===== src/rtl/dp_pkg.sv =====
package dp_pkg;
  localparam int FSW = 5;

  localparam logic [FSW-1:0] FN_PASS_A = 5'b00000;
  localparam logic [FSW-1:0] FN_INC    = 5'b00001;
  localparam logic [FSW-1:0] FN_ADD    = 5'b00010;
  localparam logic [FSW-1:0] FN_SUB    = 5'b00101;
  localparam logic [FSW-1:0] FN_DEC    = 5'b00110;
  localparam logic [FSW-1:0] FN_AND    = 5'b01000;
  localparam logic [FSW-1:0] FN_OR     = 5'b01010;
  localparam logic [FSW-1:0] FN_XOR    = 5'b01100;
  localparam logic [FSW-1:0] FN_NOT    = 5'b01110;
  localparam logic [FSW-1:0] FN_PASS_B = 5'b10000;
  localparam logic [FSW-1:0] FN_SHR    = 5'b10100;
  localparam logic [FSW-1:0] FN_SHL    = 5'b11000;

  // operand-B conditioning inside the adder, chosen by code bits 2-1
  typedef enum logic [1:0] {
    BOP_ZERO = 2'b00,
    BOP_TRUE = 2'b01,
    BOP_INV  = 2'b10,
    BOP_ONES = 2'b11
  } bop_e;

  // logic operation, chosen by code bits 2-1
  typedef enum logic [1:0] {
    LOP_AND = 2'b00,
    LOP_OR  = 2'b01,
    LOP_XOR = 2'b10,
    LOP_NOT = 2'b11
  } lop_e;

  // shift operation, chosen by code bits 3-2
  typedef enum logic [1:0] {
    SOP_PASS  = 2'b00,
    SOP_RIGHT = 2'b01,
    SOP_LEFT  = 2'b10,
    SOP_PASS2 = 2'b11
  } sop_e;
endpackage


===== src/rtl/dp_regfile.sv =====
module dp_regfile #(
  parameter int DW = 4,
  parameter int RA = 2
) (
  input  logic          clk,
  input  logic          rst_n,
  input  logic          we,
  input  logic [RA-1:0] wsel,
  input  logic [DW-1:0] wdata,
  input  logic [RA-1:0] rsel_a,
  input  logic [RA-1:0] rsel_b,
  output logic [DW-1:0] rdata_a,
  output logic [DW-1:0] rdata_b
);
  localparam int NREG = 1 << RA;

  logic [DW-1:0] store [NREG];
  logic [NREG-1:0] load_en;

  always_comb begin
    for (int i = 0; i < NREG; i++) begin
      load_en[i] = we && (wsel == RA'(i));
    end
  end

  for (genvar g = 0; g < NREG; g++) begin : g_reg
    always_ff @(posedge clk or negedge rst_n) begin
      if (!rst_n) begin
        store[g] <= '0;
      end else if (load_en[g]) begin
        store[g] <= wdata;
      end
    end
  end

  assign rdata_a = store[rsel_a];
  assign rdata_b = store[rsel_b];
endmodule


===== src/rtl/dp_alu.sv =====
module dp_alu
  import dp_pkg::*;
#(
  parameter int DW = 4
) (
  input  logic [DW-1:0] opa,
  input  logic [DW-1:0] opb,
  input  logic [3:0]    sel,
  output logic [DW-1:0] res,
  output logic          cout,
  output logic          ovf
);
  logic [DW-1:0] bmod;
  logic [DW:0]   sum;
  logic [DW-1:0] lres;
  logic          arith;

  assign arith = ~sel[3];

  always_comb begin
    unique case (bop_e'(sel[2:1]))
      BOP_ZERO: bmod = '0;
      BOP_TRUE: bmod = opb;
      BOP_INV:  bmod = ~opb;
      default:  bmod = '1;
    endcase
    sum = {1'b0, opa} + {1'b0, bmod} + (DW+1)'(sel[0]);
  end

  always_comb begin
    unique case (lop_e'(sel[2:1]))
      LOP_AND: lres = opa & opb;
      LOP_OR:  lres = opa | opb;
      LOP_XOR: lres = opa ^ opb;
      default: lres = ~opa;
    endcase
  end

  assign res  = arith ? sum[DW-1:0] : lres;
  assign cout = arith & sum[DW];
  assign ovf  = arith & (opa[DW-1] == bmod[DW-1]) & (sum[DW-1] != opa[DW-1]);
endmodule


===== src/rtl/dp_shifter.sv =====
module dp_shifter
  import dp_pkg::*;
#(
  parameter int DW = 4
) (
  input  logic [DW-1:0] din,
  input  logic [1:0]    sel,
  output logic [DW-1:0] dout
);
  always_comb begin
    unique case (sop_e'(sel))
      SOP_RIGHT: dout = {1'b0, din[DW-1:1]};
      SOP_LEFT:  dout = {din[DW-2:0], 1'b0};
      default:   dout = din;
    endcase
  end
endmodule


===== src/rtl/dp_funit.sv =====
module dp_funit
  import dp_pkg::*;
#(
  parameter int DW = 4
) (
  input  logic [DW-1:0]  opa,
  input  logic [DW-1:0]  opb,
  input  logic [FSW-1:0] fsel,
  output logic [DW-1:0]  res,
  output logic           fv,
  output logic           fc,
  output logic           fn,
  output logic           fz
);
  logic [DW-1:0] alu_res;
  logic [DW-1:0] sh_res;
  logic          alu_c;
  logic          alu_v;
  logic          use_sh;

  dp_alu #(.DW(DW)) u_alu (
    .opa  (opa),
    .opb  (opb),
    .sel  (fsel[3:0]),
    .res  (alu_res),
    .cout (alu_c),
    .ovf  (alu_v)
  );

  dp_shifter #(.DW(DW)) u_sh (
    .din  (opb),
    .sel  (fsel[3:2]),
    .dout (sh_res)
  );

  assign use_sh = fsel[FSW-1];
  assign res    = use_sh ? sh_res : alu_res;
  assign fc     = ~use_sh & alu_c;
  assign fv     = ~use_sh & alu_v;
  assign fn     = res[DW-1];
  assign fz     = (res == '0);
endmodule


===== src/rtl/dp_core.sv =====
module dp_core
  import dp_pkg::*;
#(
  parameter int DW = 4,
  parameter int RA = 2
) (
  input  logic                clk,
  input  logic                rst_n,
  input  logic [3*RA+7:0]     ctrl_word,
  input  logic [DW-1:0]       const_in,
  input  logic [DW-1:0]       data_in,
  output logic [DW-1:0]       addr_out,
  output logic [DW-1:0]       data_out,
  output logic                flag_v,
  output logic                flag_c,
  output logic                flag_n,
  output logic                flag_z
);
  localparam int CW     = 3*RA + 8;
  localparam int DST_HI = CW - 1;
  localparam int ASL_HI = DST_HI - RA;
  localparam int BSL_HI = ASL_HI - RA;
  localparam int MB_BIT = 7;
  localparam int FS_HI  = 6;
  localparam int MD_BIT = 1;
  localparam int RW_BIT = 0;

  logic [1:0]     rst_pipe;
  logic           rst_q_n;
  logic [RA-1:0]  dst_sel, a_sel, b_sel;
  logic           b_const, wb_mem, wr_en;
  logic [FSW-1:0] fsel;
  logic [DW-1:0]  bus_a, reg_b, bus_b, fres, wb_val;

  // reset asserted at once, released after two clock edges
  always_ff @(posedge clk or negedge rst_n) begin
    if (!rst_n) begin
      rst_pipe <= 2'b00;
    end else begin
      rst_pipe <= {rst_pipe[0], 1'b1};
    end
  end
  assign rst_q_n = rst_pipe[1];

  // control word decode
  assign dst_sel = ctrl_word[DST_HI -: RA];
  assign a_sel   = ctrl_word[ASL_HI -: RA];
  assign b_sel   = ctrl_word[BSL_HI -: RA];
  assign b_const = ctrl_word[MB_BIT];
  assign fsel    = ctrl_word[FS_HI -: FSW];
  assign wb_mem  = ctrl_word[MD_BIT];
  assign wr_en   = ctrl_word[RW_BIT];

  dp_regfile #(.DW(DW), .RA(RA)) u_rf (
    .clk     (clk),
    .rst_n   (rst_q_n),
    .we      (wr_en),
    .wsel    (dst_sel),
    .wdata   (wb_val),
    .rsel_a  (a_sel),
    .rsel_b  (b_sel),
    .rdata_a (bus_a),
    .rdata_b (reg_b)
  );

  assign bus_b = b_const ? const_in : reg_b;

  dp_funit #(.DW(DW)) u_fu (
    .opa  (bus_a),
    .opb  (bus_b),
    .fsel (fsel),
    .res  (fres),
    .fv   (flag_v),
    .fc   (flag_c),
    .fn   (flag_n),
    .fz   (flag_z)
  );

  assign wb_val   = wb_mem ? data_in : fres;
  assign addr_out = bus_a;
  assign data_out = bus_b;
endmodule


===== config.mk =====
export PLATFORM = sky130hd
export DESIGN_NAME = dp_core
export DESIGN_NICKNAME = d
export VERILOG_FILES = /design/src/rtl/dp_pkg.sv /design/src/rtl/dp_regfile.sv /design/src/rtl/dp_alu.sv /design/src/rtl/dp_shifter.sv /design/src/rtl/dp_funit.sv /design/src/rtl/dp_core.sv
export SDC_FILE = /design/constraint.sdc
export NUM_CORES = 1
export LEC_CHECK = 0
export CAP_MARGIN = 20
export CORE_MARGIN = 3
export CORE_UTILIZATION = 54
export CTS_BUF_LIST = sky130_fd_sc_hd__clkbuf_8
export CTS_CLUSTER_DIAMETER = 120
export DETAILED_ROUTE_END_ITERATION = 8
export DONT_BUFFER_PORTS = 1
export GPL_TIMING_DRIVEN = 0
export HOLD_SLACK_MARGIN = 0.15
export MAX_ROUTING_LAYER = met4
export PLACE_DENSITY = 0.72
export SYNTH_ARGS = -nofsm -noshare
export SYNTH_HDL_FRONTEND = slang
export SYNTH_SLANG_ARGS = --single-unit
export TNS_END_PERCENT = 20

===== constraint.sdc =====
create_clock -name clk -period 4.33 [get_ports clk]
set_input_delay 0.866 -clock clk [delete_from_list [all_inputs] [get_ports clk]]
set_output_delay 0.866 -clock clk [all_outputs]
set_load 0.02 [all_outputs]

* Word level (Yosys, flattened, before mapping)
Cells that the tools add are included.
** Word-level totals
- Bits in registers :: 18
- Latch bits :: 0
- Memory bits (writable) :: 0
- ROM bits :: 0
- Bits of input ports :: 24
- Output and inout port bits :: 12
- Memories kept :: 0
** Operators by class
- Add/subtract/negate cells :: 2
- Multipliers :: 0
- Div/mod/pow operators :: 0
- $lt $le $gt $ge :: 2
- Equal/unequal tests :: 9
- Shifts and indexed selects :: 0
- Mux-type cells :: 13
- Bitwise logic cells :: 14
- Reduce and logical (&&, ||, !) cells :: 7
** Operators with widths (number)
- $mux 4 :: 8
- $pmux 4 s3 :: 2
- $bmux 4 s2 :: 2
- $eq 2x2->1 const B :: 4
- $not 4->4 :: 2
- $pmux 4 s2 :: 1
- $eq 2x1->1 const B :: 3
- $ge 3x3->1 const B :: 2
- $not 2->3 :: 2
- $add 4x4->5 :: 1
- $add 5x1->5 :: 1
- $and 1x1->1 :: 5
- $and 4x4->4 :: 1
- $logic_and 1x1->1 :: 4
- $logic_not 2->1 :: 2
- $logic_not 4->1 :: 1
- $or 4x4->4 :: 1
- $xor 4x4->4 :: 1
- $not 1->1 :: 2
- $eq 1x1->1 :: 1
- $ne 1x1->1 :: 1

* Longest topological paths before layout
- Word-level depth :: 12
- Depth in mapped cells :: 13
- Mapped depth without buffers :: 12

* Cells and area by module
Synthesis repeated with hierarchy kept, for this count alone.
** Second synthesis, totals
- Cells, all modules :: 139
- Area total of the unflattened synthesis :: 1625.3 µm²
** By module, submodules not included
- dp_regfile :: instances 1, cells an instance 44, area an instance 807.0 µm², seq. area each 400.4 µm²
- dp_alu :: instances 1, cells an instance 60, area an instance 494.2 µm², seq. area each 0.0 µm²
- dp_core :: instances 1, cells an instance 11, area an instance 143.9 µm², seq. area each 50.0 µm²
- dp_funit :: instances 1, cells an instance 8, area an instance 90.1 µm², seq. area each 0.0 µm²
- dp_shifter :: instances 1, cells an instance 16, area an instance 90.1 µm², seq. area each 0.0 µm²

* Least setup slack after synthesis
OpenSTA, ideal clock, no wires.
- Path type :: input -> output
- Start :: input ctrl_word[11]
- End :: output flag_z
- Arrival time :: 3626 ps
- Data required time :: 3464 ps
- Slack :: -162 ps
- Stages on the path :: 10
- Cells stage by stage :: clkbuf_1 -> mux2_2 -> o21ai_0 -> inv_1 -> ha_1 -> a21o_1 -> a21oi_1 -> xnor2_1 -> a221oi_2 -> and4_1
** On the way
- Word-level cells in the longest chain between the ends :: 9
- Elaborated cells between the ends (all ways) :: 14
** RTL lines
- start, declared :: line dp_core.sv:9 : input logic [3*RA+7:0] ctrl_word,
- $not 2->3 (implied by the code) * :: line dp_regfile.sv:36 : assign rdata_a = store[rsel_a];
- $bmux 4 s2 * :: line dp_regfile.sv:36
- $mux 4 (implied by the code) * (2 in series) :: line dp_regfile.sv:36
- named net addr_out[1] :: line dp_core.sv:12 : output logic [DW-1:0] addr_out,
- $add 4x4->5, or another cell as far along :: line dp_alu.sv:27 : sum = {1'b0, opa} + {1'b0, bmod} + (DW+1)'(sel[0]);
- $add 5x1->5 or $pmux 4 s3 (tied branches) :: line dp_alu.sv:27, dp_alu.sv:31
- $mux 4 * :: line dp_alu.sv:39 : assign res = arith ? sum[DW-1:0] : lres;
- $mux 4 * :: line dp_funit.sv:37 : assign res = use_sh ? sh_res : alu_res;
- $logic_not 4->1 * :: line dp_funit.sv:41 : assign fz = (res == '0);
- end, declared :: line dp_core.sv:17 : output logic flag_z
The timed path passes the listed nets; every way through them passes the cells marked *. The select of a mux whose other input is x is not followed.

* Worst setup path after layout
- Start :: input ctrl_word[8]
- End :: output flag_z
** On the way
- Word-level cells in the longest chain between the ends :: 12
- Elaborated cells between the ends (all ways) :: 17
** RTL lines
- $not 2->3 (implied by the code) * :: line dp_regfile.sv:37 : assign rdata_b = store[rsel_b];
- $bmux 4 s2 * :: line dp_regfile.sv:37
- $mux 4 (implied by the code) * (2 in series) :: line dp_regfile.sv:37
- $mux 4 * :: line dp_core.sv:66 : assign bus_b = b_const ? const_in : reg_b;
- named net data_out[0] :: line dp_core.sv:13 : output logic [DW-1:0] data_out,
- $not 4->4 :: line dp_alu.sv:24 : BOP_INV: bmod = ~opb;
- $pmux 4 s3 :: line dp_alu.sv:21 : unique case (bop_e'(sel[2:1]))
- $add 4x4->5 :: line dp_alu.sv:27
- $add 5x1->5 :: line dp_alu.sv:27
- $mux 4 :: line dp_alu.sv:39
- $mux 4 * :: line dp_funit.sv:37
- $logic_not 4->1 * :: line dp_funit.sv:41
Marked as above.

==> results.toml <==
[finish]
instances_no_fill = 254
antenna_cells = 0
final_nets = 251
drive_above_1_share_pct = 18.1
nFillCells = 269
syn_to_final_growth_pct = 10.9
fin_util_pct = 63.3

[grt]
track_usage_pct = 25.6
grt_overflow = 0
use_met3_pct = 5.70
busiest_layer = "met2"
antenna_found_initial = 0
grtUsageMet1_pct = 33.1
grt_max_degree = 17
grt_pass1_vias = 1593
grtUsageMet2_pct = 40.8
grt_pass1_wl_microns = 7800

[sta]
rsz0062_at_grt = "yes"
fmax_mhz = 231
maxSlewViolCount = 0
setup_violations = 0
worst_slew_pin_slew_ns = 0.631
relSlewSlack_pct = 57.6
report.final.hold_viol_count = 0
finalClockSkew_ns = 0.00223
period_minus_slack_ns = 4.33
finalCritPeriodShare_pct = 99.9

[worst_setup_path]
path_common_cell = "fa_2"
cp.required_ns = 3.46
rr_worst_depth = 12
crit_type = "input pin to output pin"
crit_path_end_kind = "output pin"
worstPathArrival_ns = 3.46
critical_path.max_stage_delay_ns = 0.49
cp_cell_sequence = "buf_6 > mux4_2 > mux2_4 > o21ai_2 > fa_2 > inv_1 > fa_2 > xnor2_1 > nand2_1 > o21ai_0 > and4b_2 > and4_4"
worstPathMaxFanout = 8
worst_path_max_delay_cell = "mux4_2"
cp-start-kind = "input pin"

[power_and_ir_drop]
powerDensity_mw_per_mm2 = 382
p_leak_uw = 0.000843
ir_drop_v = 0.000217

[logic_synthesis]
syn_area_sq_mm = 0.00176
synth-xor-area-share_pct = 1.49
synthAdderAreaFrac_pct = 11.5
ys_types = 48
syn-num-nets = 242
synth_top_family_by_area = "simple AND/OR/NAND/NOR gates"
synth-async-reset-ratio_pct = 100
synth_edf_count = 0
ys_seq_area_share_pct = 25.6
yosys.area.top_type = "dfrtp_1"
synth_top_area_share_pct = 25.6
synth_flop_cell = "dfrtp_1"
synth_area_leaders = "dfrtp_1 (26%), ha_1 (9.3%), mux4_2 (5.1%)"
synthCells = 203
yosysWarningCount = 0
synth_compound_area_share_pct = 19.4
avgSynthCellArea_sq_um = 8.66
yosys.area_share.simple_pct = 20.0
yosys.cell_count.top_type = "dfrtp_1"
ys_seq_elements = 18
synthTopCellsByCount = "dfrtp_1 (18), nor2_1 (17), inv_1 (16)"
yosys-mux-area-fraction_pct = 15.6

[clock_network]
clockBufferDepth = 2
h-tree-depth = 1
numCtsBuffers = 3
clk_latency_ns = 0.25
ctsHoldBuffers = 0
clkTransAtPathRegs_ns = 0.06
cts_tree = "yes"
clockRootBuffer = "clkbuf_8"
cts.sinks = 18

[routing]
wl_per_cell_microns = 18.8
drt_iter0_markers = 124
vias_per_cell = 6.31
postRouteAntennaNets = 0
num_vias = 1602
drc = 0
drtPass1Iterations = 5
wl_microns = 4790

[die]
top_level_ports = 36
initial_utilization_pct = 57.1
dieHeight_microns = 63.1
coreArea_sq_mm = 0.00308
die_w_microns = 63.1
die_area_sq_mm = 0.00398
fp-row-count = 20

[worst_hold_path]
hp-class = "flip-flop to async pin"

[place]
dp.cells = 247
gp_congestion = 0.917
portBuffers = 0
dp_hpwl_microns = 3670

[job]
drv_cap = 0

[run_status]
status = "completed"
-- logic make-up after synthesis --
family                   after synthesis
AO/OA/AOI/OAI                         54
XOR/XNOR                               3
adder cells (fa/ha/maj)               15
buffers and inverters                 27
flip-flops                            18
multiplexers                          19
other                                  1
AND/OR/NAND/NOR                       66
-- routing by layer --
layer  vias to the layer above  part of all wire [%]  wire (microns)
met2                        88                    47            2260
met3                         8                    10             482
li1                        749                     -               -
met5                         -                     0               0
met4                         0                   1.4              65
met1                       757                    41            1970
-- report_power, final --
group / switching [uW] / internal, uW / total [uW]
clock network: 52.1 / 61.7 / 114
logic: 227 / 172 / 399
registers: 30.1 / 202 / 232
total: 309 / 436 / 745
-- worst max-delay path, delay by kind of cell --
family                     cells  cell delay (ns)
buffers and inverters          2             0.17
AOI/OAI and AO/OA              2             0.22
xor gates and xnor gates       1             0.14
and+or+nand+nor                3             0.63
adders and majority gates      2             0.58
muxes                          2             0.84
-- area by class of cell --
type                       instances  area (sq um)  share of cell area [%]
sequential                        18           450                    23.1
multi-input combinational        158          1260                    64.8
inverter                          18          70.1                    3.59
timing repair buffer               4          27.5                    1.41
clock buffer                       3          41.3                    2.12
buffer                             9          42.5                    2.18
tap                               44          55.1                    2.82
-- worst paths after layout --
kind / start / end / slack, ns
min in group clk: rst_pipe[0]$_DFF_PN0_ / rst_pipe[1]$_DFF_PN0_ / 0.36
min reg2reg: rst_pipe[1]$_DFF_PN0_ / u_rf.store[15]$_DFFE_PN0P_ / 0.26
max in group asynchronous: rst_pipe[1]$_DFF_PN0_ / u_rf.store[13]$_DFFE_PN0P_ / 3.66
min: rst_pipe[1]$_DFF_PN0_ / u_rf.store[15]$_DFFE_PN0P_ / 0.26
max reg2reg: u_rf.store[0]$_DFFE_PN0P_ / u_rf.store[15]$_DFFE_PN0P_ / 1.31
max: ctrl_word[8] / flag_z / 0.003
-- repair_timing --
item | in CTS | in global routing
setup buffers | 3 | 0
gates resized for setup | 6 | 10
pin swaps | 1 | 2
setup endpoints to repair | 4 | 4
-- state kept, by name (all words and copies together) (netlist names) --
name / flops
u_rf.store: 16
rst_pipe: 2
-- metrics by stage --
step / instance area (sq um) / setup TNS, ns / power (uW) / hold slack (ns) / setup slack (ns)
after floorplan: 1770 / 0 / 509 / 0.200 / 0.0265
after global placement: 1820 / -0.578 / 564 / 0.277 / -0.314
after detailed placement: 1820 / -0.743 / 581 / 0.282 / -0.374
after CTS: 1910 / -0.0562 / 719 / 0.286 / -0.0562
after global routing: 1950 / -0.152 / 797 / 0.290 / -0.0996
final: 1950 / 0 / 745 / 0.264 / 0.00346
-- layout by cell type, fill, tap and decap left out, types with 2 or more instances in the layout --
cell	count
mux2i_1	6
a21oi_2	2
nand3_1	3
a21oi_1	8
inv_2	2
clkbuf_2	2
nand4_1	2
dfrtp_1	18
nand3b_1	5
a31oi_1	11
ha_1	13
mux4_2	4
nand2_1	13
o21ai_0	5
inv_1	15
clkbuf_8	3
clkbuf_1	7
and3_1	4
o2111ai_1	2
buf_4	3
o21ai_1	10
and2_1	2
a21o_1	2
nand2b_1	4
nor2b_1	7
fa_2	2
mux2_2	6
and3b_1	2
nor2_1	17
o21ai_2	2
mux2i_4	2
No activity file was read; power rests on OpenSTA's default activity.
